==> src/rtl/ide_cfg_unlock_pkg.sv <==
package ide_cfg_unlock_pkg;

  typedef enum logic [1:0] {
    KN_IDLE = 2'd0,
    KN_RD1  = 2'd1,
    KN_RD2  = 2'd2,
    KN_OPEN = 2'd3
  } knock_st_e;

  localparam int unsigned OFF_W = 3;

  localparam logic [OFF_W-1:0] OFF_KNOCK_RD = 3'd1;
  localparam logic [OFF_W-1:0] OFF_KNOCK_WR = 3'd2;
  localparam logic [OFF_W-1:0] OFF_SETB     = 3'd3;

  localparam logic [7:0] KEY_OPEN    = 8'h03;
  localparam logic [7:0] KEY_CLOSE   = 8'h83;
  localparam logic [7:0] KEY_SETB    = 8'hC0;
  localparam logic [7:0] KEY_PAIRMAP = 8'h85;

  localparam logic [OFF_W-1:0] IDX_RDTIM = 3'd0;
  localparam logic [OFF_W-1:0] IDX_WRTIM = 3'd1;
  localparam logic [OFF_W-1:0] IDX_CTRL  = 3'd3;
  localparam logic [OFF_W-1:0] IDX_STRAP = 3'd5;
  localparam logic [OFF_W-1:0] IDX_MISC  = 3'd6;

endpackage

==> src/rtl/ide_cfg_knock.sv <==
module ide_cfg_knock
  import ide_cfg_unlock_pkg::*;
(
  input  logic             clk,
  input  logic             rst,
  input  logic             acc,
  input  logic             wr,
  input  logic             word,
  input  logic [OFF_W-1:0] off,
  input  logic [7:0]       wbyte,
  output logic             open
);

  knock_st_e st_q, st_n;

  logic step_rd, step_key, step_close;

  assign step_rd    = !wr && word && (off == OFF_KNOCK_RD);
  assign step_key   = wr && !word && (off == OFF_KNOCK_WR) && (wbyte == KEY_OPEN);
  assign step_close = wr && !word && (off == OFF_KNOCK_WR) && (wbyte == KEY_CLOSE);

  always_comb begin
    st_n = st_q;
    if (acc) begin
      unique case (st_q)
        KN_IDLE: st_n = step_rd  ? KN_RD1  : KN_IDLE;
        KN_RD1:  st_n = step_rd  ? KN_RD2  : KN_IDLE;
        KN_RD2:  st_n = step_key ? KN_OPEN : KN_IDLE;
        KN_OPEN: st_n = step_close ? KN_IDLE : KN_OPEN;
        default: st_n = KN_IDLE;
      endcase
    end
  end

  always_ff @(posedge clk) begin
    if (rst) st_q <= KN_IDLE;
    else     st_q <= st_n;
  end

  assign open = (st_q == KN_OPEN);

  AST_OPEN_NEEDS_KEY: assert property (@(posedge clk) disable iff (rst)
    $rose(open) |-> $past(acc && wr && !word && off == OFF_KNOCK_WR && wbyte == KEY_OPEN));

  AST_RELOCK: assert property (@(posedge clk) disable iff (rst)
    (open && acc && step_close) |=> !open);

endmodule

==> src/rtl/ide_cfg_file.sv <==
module ide_cfg_file
  import ide_cfg_unlock_pkg::*;
#(
  parameter int unsigned REG_W = 8,
  parameter int unsigned NSETS = 2
) (
  input  logic             clk,
  input  logic             rst,
  input  logic             wr_en,
  input  logic [OFF_W-1:0] idx,
  input  logic [REG_W-1:0] wdata,
  input  logic             strap,
  input  logic             setb_arm,
  input  logic             drv_sel,
  output logic [REG_W-1:0] rd_mux,
  output logic [REG_W-1:0] act_rd_tim,
  output logic [REG_W-1:0] act_wr_tim,
  output logic [REG_W-1:0] ctrl_q,
  output logic [REG_W-1:0] misc_q
);

  localparam int unsigned SET_W = (NSETS > 1) ? $clog2(NSETS) : 1;

  logic [REG_W-1:0] rd_tim [NSETS];
  logic [REG_W-1:0] wr_tim [NSETS];
  logic             setb_en;
  logic [SET_W-1:0] wsel, dsel;

  // Host-side set choice needs both the select bit and the enable.
  assign wsel = SET_W'(misc_q[0] & setb_en);
  // Drive-side set choice needs the exact pairing value in control.
  assign dsel = SET_W'(drv_sel & (ctrl_q == REG_W'(KEY_PAIRMAP)));

  always_ff @(posedge clk) begin
    if (rst) begin
      for (int s = 0; s < NSETS; s++) begin
        rd_tim[s] <= '0;
        wr_tim[s] <= '0;
      end
    end else if (wr_en) begin
      for (int s = 0; s < NSETS; s++) begin
        if (wsel == SET_W'(s)) begin
          if (idx == IDX_RDTIM) rd_tim[s] <= wdata;
          if (idx == IDX_WRTIM) wr_tim[s] <= wdata;
        end
      end
    end
  end

  always_ff @(posedge clk) begin
    if (rst) begin
      ctrl_q  <= '0;
      misc_q  <= '0;
      setb_en <= 1'b0;
    end else begin
      if (wr_en && idx == IDX_CTRL) ctrl_q <= wdata;
      if (wr_en && idx == IDX_MISC) misc_q <= wdata;
      if (setb_arm)                 setb_en <= 1'b1;
    end
  end

  always_comb begin
    unique case (idx)
      IDX_RDTIM: rd_mux = rd_tim[wsel];
      IDX_WRTIM: rd_mux = wr_tim[wsel];
      IDX_CTRL:  rd_mux = ctrl_q;
      IDX_STRAP: rd_mux = REG_W'(strap);
      IDX_MISC:  rd_mux = misc_q;
      default:   rd_mux = '0;
    endcase
  end

  always_ff @(posedge clk) begin
    if (rst) begin
      act_rd_tim <= '0;
      act_wr_tim <= '0;
    end else begin
      act_rd_tim <= rd_tim[dsel];
      act_wr_tim <= wr_tim[dsel];
    end
  end

  AST_SETB_STICKY: assert property (@(posedge clk) disable iff (rst)
    setb_en |=> setb_en);

endmodule

==> src/rtl/ide_cfg_unlock.sv <==
module ide_cfg_unlock
  import ide_cfg_unlock_pkg::*;
#(
  parameter int unsigned ADDR_W    = 16,
  parameter int unsigned DATA_W    = 16,
  parameter int unsigned REG_W     = 8,
  parameter int unsigned NSETS     = 2,
  parameter logic [15:0] BASE_ADDR = 16'h01F0
) (
  input  logic              clk,
  input  logic              rst,
  input  logic              bus_valid,
  input  logic              bus_wr,
  input  logic              bus_word,
  input  logic [ADDR_W-1:0] bus_addr,
  input  logic [DATA_W-1:0] bus_wdata,
  output logic [DATA_W-1:0] bus_rdata,
  output logic              bus_rvalid,
  input  logic              strap_slow,
  input  logic              drv_sel,
  output logic              tf_valid,
  output logic              tf_wr,
  output logic              tf_word,
  output logic [2:0]        tf_offset,
  output logic [DATA_W-1:0] tf_wdata,
  input  logic [DATA_W-1:0] tf_rdata,
  output logic              bank_open,
  output logic [REG_W-1:0]  act_rd_tim,
  output logic [REG_W-1:0]  act_wr_tim
);

  localparam int unsigned WIN = 1 << OFF_W;

  logic [ADDR_W-1:0] off_full;
  logic [OFF_W-1:0]  off;
  logic              in_win, acc, setb_arm, cfg_wr;
  logic [REG_W-1:0]  cfg_rd, ctrl_w, misc_w;

  assign off_full = bus_addr - ADDR_W'(BASE_ADDR);
  assign in_win   = off_full < ADDR_W'(WIN);
  assign off      = off_full[OFF_W-1:0];
  assign acc      = bus_valid && in_win;
  assign cfg_wr   = acc && bank_open && bus_wr;
  assign setb_arm = acc && !bank_open && bus_wr && !bus_word &&
                    (off == OFF_SETB) && (bus_wdata[7:0] == KEY_SETB);

  ide_cfg_knock u_knock (
    .clk   (clk),
    .rst   (rst),
    .acc   (acc),
    .wr    (bus_wr),
    .word  (bus_word),
    .off   (off),
    .wbyte (bus_wdata[7:0]),
    .open  (bank_open)
  );

  ide_cfg_file #(
    .REG_W (REG_W),
    .NSETS (NSETS)
  ) u_file (
    .clk        (clk),
    .rst        (rst),
    .wr_en      (cfg_wr),
    .idx        (off),
    .wdata      (bus_wdata[REG_W-1:0]),
    .strap      (strap_slow),
    .setb_arm   (setb_arm),
    .drv_sel    (drv_sel),
    .rd_mux     (cfg_rd),
    .act_rd_tim (act_rd_tim),
    .act_wr_tim (act_wr_tim),
    .ctrl_q     (ctrl_w),
    .misc_q     (misc_w)
  );

  // Forward stage toward the task file.
  always_ff @(posedge clk) begin
    if (rst) begin
      tf_valid  <= 1'b0;
      tf_wr     <= 1'b0;
      tf_word   <= 1'b0;
      tf_offset <= '0;
      tf_wdata  <= '0;
    end else begin
      tf_valid <= acc && !bank_open;
      if (acc) begin
        tf_wr     <= bus_wr;
        tf_word   <= bus_word;
        tf_offset <= off;
        tf_wdata  <= bus_wdata;
      end
    end
  end

  // Two-stage read return, same latency for both sources.
  logic             s1_rd, s1_cfg;
  logic [REG_W-1:0] s1_data;

  always_ff @(posedge clk) begin
    if (rst) begin
      s1_rd      <= 1'b0;
      s1_cfg     <= 1'b0;
      s1_data    <= '0;
      bus_rvalid <= 1'b0;
      bus_rdata  <= '0;
    end else begin
      s1_rd      <= acc && !bus_wr;
      s1_cfg     <= bank_open;
      s1_data    <= cfg_rd;
      bus_rvalid <= s1_rd;
      if (!s1_rd)      bus_rdata <= '0;
      else if (s1_cfg) bus_rdata <= DATA_W'(s1_data);
      else             bus_rdata <= tf_rdata;
    end
  end

  AST_TF_QUIET_OPEN: assert property (@(posedge clk) disable iff (rst)
    (acc && bank_open) |=> !tf_valid);

  AST_LOCKED_HOLD: assert property (@(posedge clk) disable iff (rst)
    (acc && !bank_open) |=> ($stable(ctrl_w) && $stable(misc_w)));

  AST_READ_LATENCY: assert property (@(posedge clk) disable iff (rst)
    (acc && !bus_wr) |=> ##1 bus_rvalid);

  AST_NO_STRAY_RVALID: assert property (@(posedge clk) disable iff (rst)
    (!acc || bus_wr) |=> ##1 !bus_rvalid);

endmodule

==> config.mk <==
export PLATFORM = sky130hd
export DESIGN_NAME = ide_cfg_unlock
export DESIGN_NICKNAME = d
export VERILOG_FILES = /design/src/rtl/ide_cfg_unlock_pkg.sv /design/src/rtl/ide_cfg_knock.sv /design/src/rtl/ide_cfg_file.sv /design/src/rtl/ide_cfg_unlock.sv
export SDC_FILE = /design/constraint.sdc
export NUM_CORES = 1
export LEC_CHECK = 0
export ABC_AREA = 1
export BUFFER_PORTS_ARGS = -buffer_cell sky130_fd_sc_hd__buf_2
export CORE_MARGIN = 2
export CORE_UTILIZATION = 55
export CTS_BUF_LIST = sky130_fd_sc_hd__clkbuf_2
export DETAILED_ROUTE_END_ITERATION = 16
export PLACE_DENSITY = 0.84
export SYNTH_ARGS = -nofsm -noshare
export SYNTH_HDL_FRONTEND = slang
export SYNTH_SLANG_ARGS = --single-unit
==> constraint.sdc <==
create_clock -name clk -period 2.2 [get_ports clk]
set_input_delay 0.33 -clock clk [delete_from_list [all_inputs] [get_ports clk]]
set_output_delay 0.33 -clock clk [all_outputs]
set_load 0.02 [all_outputs]
======== Word level (Yosys, flattened, before mapping) ========
Memory sizes are Yosys's and may differ from the RTL's. A register that Yosys moved wholly into a read port is not among the register bits.
Cells that the tools add are included.
storage, ports and cells
  register bits after elaboration ......... 68
  RAM bits ................................ 32
  output and inout port bits .............. 56
  word-level logic and storage cells ...... 93
  memories ................................ 2
memories
  memory         depth  bits a word  rd ports  clocked after memory_dff  write ports  line                RTL
  u_file.rd_tim  2      8            2         1                         2            ide_cfg_file.sv:24  logic [REG_W-1:0] rd_tim [NSETS];
  u_file.wr_tim  2      8            2         1                         2            ide_cfg_file.sv:25  logic [REG_W-1:0] wr_tim [NSETS];
operators by class
  $add $sub $neg .......................... 1
  magnitude comparators ................... 1
  equality and inequality tests ........... 12
  multiplexer cells ....................... 31
  bitwise gates (word level) .............. 7
  reductions and logical operators ........ 24
operators with widths
  operator                                                      count
  two-way mux 8 bit                                             5
  case mux 8 bit (5 select lines)                               1
  == test 8 bit (second input constant)                         3
  two-way mux 1 bit                                             21
  logical AND 1 bit                                             17
  less-than comparator 16 x 4 -> 1 bit (second input constant)  1
  subtractor 16 x 9 -> 16 bit (second input constant)           1
  == test 8 x 2 -> 1 bit (second input constant)                1
  case mux 2 bit (4 select lines)                               1
  == test 3 x 2 -> 1 bit (second input constant)                2
  == test 3 bit (second input constant)                         2
  two-way mux 2 bit                                             3
  == test 2 bit (second input constant)                         2
  OR 1 bit                                                      4
  == test 3 x 1 -> 1 bit (second input constant)                1
  zero test 1 bit                                               3
  zero test 3 bit                                               1
  OR reduction 3 bit                                            1
  bitwise AND 1 bit                                             2
  == test 2 x 1 -> 1 bit (second input constant)                1
  zero test 2 bit                                               1
  OR reduction 2 bit                                            1
  NOT 1 bit                                                     1

======== Depth between registers and ports, before layout ========
  depth after elaboration ................. 9
  gate-level depth with buffers ........... 10
  mapped depth without buffers ............ 9

======== Hierarchy ========
From an unflattened synthesis, not the netlist that was laid out.
unflattened totals
  cells, all modules ...................... 639
  area, all modules ....................... 4943.5 sq um
by module, submodules not included
  module          times used  cells an instance  area each (sq um)  sequential area each (sq um)
  ide_cfg_file    1           334                2879.0             1621.6
  ide_cfg_unlock  1           261                1853.0             980.9
  ide_cfg_knock   1           44                 211.5              40.0

======== Least setup slack after synthesis ========
Ideal clock, no wire load.
  path kind ............................... input port to flip-flop
  from .................................... input port bus_addr[15]
  to ...................................... memory u_file.wr_tim[0][0] (enable)
  library setup time ...................... 0.329 ns
  arrival ................................. 1.326 ns
  data required time ...................... 1.871 ns
  setup slack ............................. 0.546 ns
  stages .................................. 10
  cell sequence ........................... inv_1 > nand2_1 > nor2_1 > nand2_1 > nor2_4 > buf_6 > nand2_4 > nor2_8 > nand2_1 > nand2_1
RTL lines
  element             line                  RTL
  start: declaration  ide_cfg_unlock.sv:15  input logic [ADDR_W-1:0] bus_addr,
  end: declaration    ide_cfg_file.sv:25

======== Final worst setup path ========
  from .................................... register u_knock.st_q[0]
  to ...................................... output port bank_open
between the ends
  longest elaborated chain between the ends .. 1
ends and longest elaborated chain
  element                   line                  RTL
  start: declaration        ide_cfg_knock.sv:14   knock_st_e st_q, st_n;
  start signal: assignment  ide_cfg_knock.sv:37   else st_q <= st_n;
  == test 2 bit             ide_cfg_knock.sv:40   assign open = (st_q == KN_OPEN);
  end: declaration          ide_cfg_unlock.sv:27  output logic bank_open,
No other way between the ends.

==> run_summary.xml <==
<?xml version="1.0" encoding="UTF-8"?>
<metrics>
  <group name="global_routing">
    <metric name="grtUsageTotal" unit="%">26.4</metric>
    <metric name="grt_max_degree" unit="">39</metric>
    <metric name="grt_pass1_wl" unit="mm">18.2</metric>
    <metric name="first_global_vias" unit="">3934</metric>
    <metric name="grt_antenna_before_repair" unit="">0</metric>
    <metric name="grt_remaining_overflow" unit="">0</metric>
  </group>
  <group name="worst_setup_path">
    <metric name="path_buf_inv" unit="">2</metric>
    <metric name="worst_setup_path_end_kind" unit="">primary output</metric>
    <metric name="cell_breakdown_of_the_critical_path" unit="">nand2_1, inv_1, buf_2</metric>
    <metric name="cp_slowest_cell" unit="">sky130_fd_sc_hd__dfxtp_1</metric>
    <metric name="path_max_fanout" unit="">5</metric>
    <metric name="cpLargestDelayFamily" unit="">buffers and inverters</metric>
    <metric name="worst-r2r-cell-count" unit="">5</metric>
    <metric name="path_class" unit="">register to primary output</metric>
    <metric name="crit_path_start_kind" unit="">register</metric>
    <metric name="cp_data_required_time" unit="ns">1.87</metric>
    <metric name="timing.critical_path.depth" unit="">3</metric>
    <metric name="worst_path_largest_cell_delay" unit="ns">0.39</metric>
    <metric name="data_arrival_at_the_endpoint_of_the_critical_path" unit="ns">1.76</metric>
  </group>
  <group name="yosys">
    <metric name="synth.area.mux_share" unit="%">0</metric>
    <metric name="yosys.area_share.adder" unit="%">0</metric>
    <metric name="mapped_cells" unit="">545</metric>
    <metric name="mappedNetlistArea" unit="mm²">0.00458</metric>
    <metric name="async_flop_share" unit="%">0</metric>
    <metric name="netlist.area_leader.share" unit="%">36.7</metric>
    <metric name="simple_gate_portion_of_the_synthesized_area" unit="%">27.7</metric>
    <metric name="synth_seq_cells" unit="">116</metric>
    <metric name="synth.top_cells.by_area" unit="">sky130_fd_sc_hd__dfxtp_1, sky130_fd_sc_hd__edfxtp_1, sky130_fd_sc_hd__nor2_1</metric>
    <metric name="synth_compound_gate_area_share" unit="%">8.06</metric>
    <metric name="netlist-cell-type-count" unit="">30</metric>
    <metric name="post_synth_xor_area_fraction" unit="%">0</metric>
    <metric name="largest_family_of_logic_cells_by_synthesized_area" unit="">simple AND/OR/NAND/NOR gates</metric>
    <metric name="synth_edf_count" unit="">32</metric>
    <metric name="synth_area_leader_cell" unit="">sky130_fd_sc_hd__dfxtp_1</metric>
    <metric name="synth.yosys.seq_area_share" unit="%">57.7</metric>
    <metric name="postSynth.topFlopCell" unit="">sky130_fd_sc_hd__dfxtp_1</metric>
    <metric name="synth.yosys.warnings" unit="">0</metric>
    <metric name="synthesis.area_per_instance" unit="µm²">8.40</metric>
    <metric name="synth_fp_nets" unit="">600</metric>
  </group>
  <group name="layout">
    <metric name="fillerInstances" unit="">633</metric>
    <metric name="num_antenna_cells" unit="">0</metric>
    <metric name="flow.area_growth_from_synthesis" unit="%">26.8</metric>
    <metric name="finish.net_count" unit="">754</metric>
    <metric name="final_cell_count_no_fill" unit="">817</metric>
    <metric name="ff_latch_area" unit="mm²">0.00264</metric>
    <metric name="fin_util" unit="%">71.3</metric>
    <metric name="multi_input_gate_area_in_the_final_layout" unit="mm²">0.00164</metric>
    <metric name="post_route_cells_drive_above_1_share" unit="%">23.0</metric>
  </group>
  <group name="cts">
    <metric name="cts_setup_buffers" unit="">0</metric>
    <metric name="cts_resized" unit="">0</metric>
    <metric name="cts-root-buf" unit="">sky130_fd_sc_hd__clkbuf_2</metric>
    <metric name="tritoncts_clock_tree" unit="">yes</metric>
    <metric name="worst_skew_pair.late_latency" unit="ns">0.65</metric>
    <metric name="cts.path.max_buffers" unit="">2</metric>
    <metric name="cts_made_buffers" unit="">17</metric>
    <metric name="numClockSinks" unit="">116</metric>
    <metric name="htree_num_levels" unit="">4</metric>
    <metric name="clk_pin_slew" unit="ns">0.18</metric>
    <metric name="holdBufCountCts" unit="">35</metric>
  </group>
  <group name="sta">
    <metric name="clock-skew-final" unit="ns">0.0274</metric>
    <metric name="slew_headroom" unit="%">64.9</metric>
    <metric name="totalNegativeSetupSlack" unit="ns">0</metric>
    <metric name="number_of_hold_violations_in_the_final_report" unit="">0</metric>
    <metric name="fin_worst_hold_slack" unit="ns">0.0393</metric>
    <metric name="max_freq" unit="MHz">478</metric>
    <metric name="grt_setup_unrepaired" unit="">no</metric>
    <metric name="worstMarginPinSlew" unit="ns">0.526</metric>
    <metric name="final_max_slew_viol_count" unit="">0</metric>
    <metric name="fin_crit_sh" unit="%">95.2</metric>
    <metric name="final_setup_violation_count" unit="">0</metric>
    <metric name="period_minus_slack" unit="ns">2.09</metric>
  </group>
  <group name="detailed_routing">
    <metric name="post_drt_via_cell_ratio" unit="">5.17</metric>
    <metric name="drt-wirelength-per-cell" unit="µm">14.1</metric>
    <metric name="dr.first_iter.drc_count" unit="">442</metric>
    <metric name="detail_route.drc_violations" unit="">0</metric>
    <metric name="via_count" unit="">4220</metric>
    <metric name="first_pass_iters" unit="">5</metric>
    <metric name="wirelength" unit="mm">11.6</metric>
    <metric name="antenna_left" unit="">0</metric>
  </group>
  <group name="placement">
    <metric name="portBuffers" unit="">110</metric>
    <metric name="dpl.hpwl" unit="mm">7.96</metric>
    <metric name="post-place-cells" unit="">750</metric>
    <metric name="finalWeightedCongestion" unit="">0.939</metric>
  </group>
  <group name="floorplanning">
    <metric name="initial_util" unit="%">56.3</metric>
    <metric name="chipHeight" unit="µm">95.2</metric>
    <metric name="num_rows" unit="">33</metric>
    <metric name="dieWidth" unit="µm">95.2</metric>
    <metric name="pin_count" unit="">111</metric>
    <metric name="core-area" unit="mm²">0.00813</metric>
    <metric name="floorplan.die_area" unit="mm²">0.00907</metric>
  </group>
  <group name="power_and_ir_drop">
    <metric name="power.leakage" unit="nW">2.84</metric>
    <metric name="power_density" unit="mW/mm²">678</metric>
    <metric name="peakVddDrop" unit="mV">0.356</metric>
  </group>
  <group name="flow_run">
    <metric name="maxCapViolations" unit="">0</metric>
  </group>
  <group name="worst_hold_path">
    <metric name="min-delay-path-class" unit="">input port to register</metric>
    <metric name="worst_hold_path.num_cells" unit="">3</metric>
  </group>
  <group name="outcome">
    <metric name="outcome" unit="">complete, no violations</metric>
  </group>
</metrics>
-- flip-flops by register name, summed over array words and instances (netlist names) --
register and flops:
tf_offset 3, bus_rvalid 1, u_file.ctrl_q 8, tf_wdata 16, tf_valid 1, u_file.setb_en 1, u_knock.st_q 2, bus_rdata 16
u_file.wr_tim 16, tf_wr 1, u_file.act_wr_tim 8, u_file.rd_tim 16, u_file.act_rd_tim 8, tf_word 1, s1_data 8, u_file.misc_q 8
s1_cfg 1, s1_rd 1
-- layer usage --
metal,vias up,track usage (%),routed length [µm]
met5,-,0,0
met1,1898,31.9,4470
met2,241,45.1,5750
li1,2051,-,-
met3,30,7.67,1070
met4,0,9.42,268
-- per-stage QoR --
step           setup slack [ns]  instance area [µm²]  power, mW
3_3_place_gp              0.404                 5200       2.48
2_1_floorplan             0.546                 4580       2.38
5_1_grt                  0.0115                 5800       4.08
3_5_place_dp              0.299                 5200       2.49
6_report                  0.106                 5800       3.94
4_1_cts                  0.0844                 5800       3.95
-- tightest hold or removal path, stage by stage --
cell and delay, ns:
sky130_fd_sc_hd__buf_2 0.09, sky130_fd_sc_hd__inv_1 0.10, sky130_fd_sc_hd__a21oi_1 0.14
-- placed cells by master, fill, tap and decap left out, drive strengths merged, types with 13 or more instances in the layout --
master       netlist  final
inv               49     52
edfxtp            32     32
nor2             139    139
a21oi             25     25
o21ai             43     43
clkbuf             7     18
buf               10    117
dlygate4sd3        0     35
nand3             13     13
dfxtp             84     84
nand2            120    120
-- synth_stat cells, types with 2 or more instances --
library cell / count
sky130_fd_sc_hd__nor2_1: 133
sky130_fd_sc_hd__nand2_1: 119
sky130_fd_sc_hd__dfxtp_1: 84
sky130_fd_sc_hd__inv_1: 47
sky130_fd_sc_hd__o21ai_0: 43
sky130_fd_sc_hd__edfxtp_1: 32
sky130_fd_sc_hd__a21oi_1: 25
sky130_fd_sc_hd__nand3_1: 12
sky130_fd_sc_hd__nand4_1: 9
sky130_fd_sc_hd__clkbuf_1: 6
sky130_fd_sc_hd__buf_2: 5
sky130_fd_sc_hd__nor2_2: 4
sky130_fd_sc_hd__buf_6: 3
sky130_fd_sc_hd__nor3_1: 3
sky130_fd_sc_hd__buf_4: 2
sky130_fd_sc_hd__inv_2: 2
sky130_fd_sc_hd__nand4_4: 2
sky130_fd_sc_hd__o211ai_1: 2
-- kinds of logic (layout without fill, tap and decap cells) --
family | Yosys count | after routing
AND/OR/NAND/NOR | 290 | 290
flip-flops | 116 | 116
AO/OA/AOI/OAI | 72 | 72
buffers and inverters | 67 | 234
-- layout make-up --
cell class	count	area share, %
repair buffers	152	16.4
clock inverters	14	2.76
clock buffers	18	1.55
inverters	50	3.23
multi-input cells	362	28.2
well taps	105	2.26
flip-flops and latches	116	45.5
-- power breakdown --
part | internal (mW) | switching [mW] | leakage [nW]
combinational | 0.112 | 0.141 | 1.67
clock | 0.634 | 0.808 | 0.155
sequential | 2.23 | 0.0160 | 1.01
-- worst paths after layout --
| check | startpoint | end | slack, ns |
|---|---|---|---|
| setup / recovery | u_knock.st_q[0] | bank_open | 0.11 |
| hold / removal | bus_addr[2] | tf_offset[2] | 0.04 |
| setup reg to reg | u_file.ctrl_q[0] | u_file.act_rd_tim[0] | 0.47 |
| hold reg to reg | s1_data[2] | bus_rdata[2] | 0.44 |
Note: power is estimated with default switching activity, not from simulation.
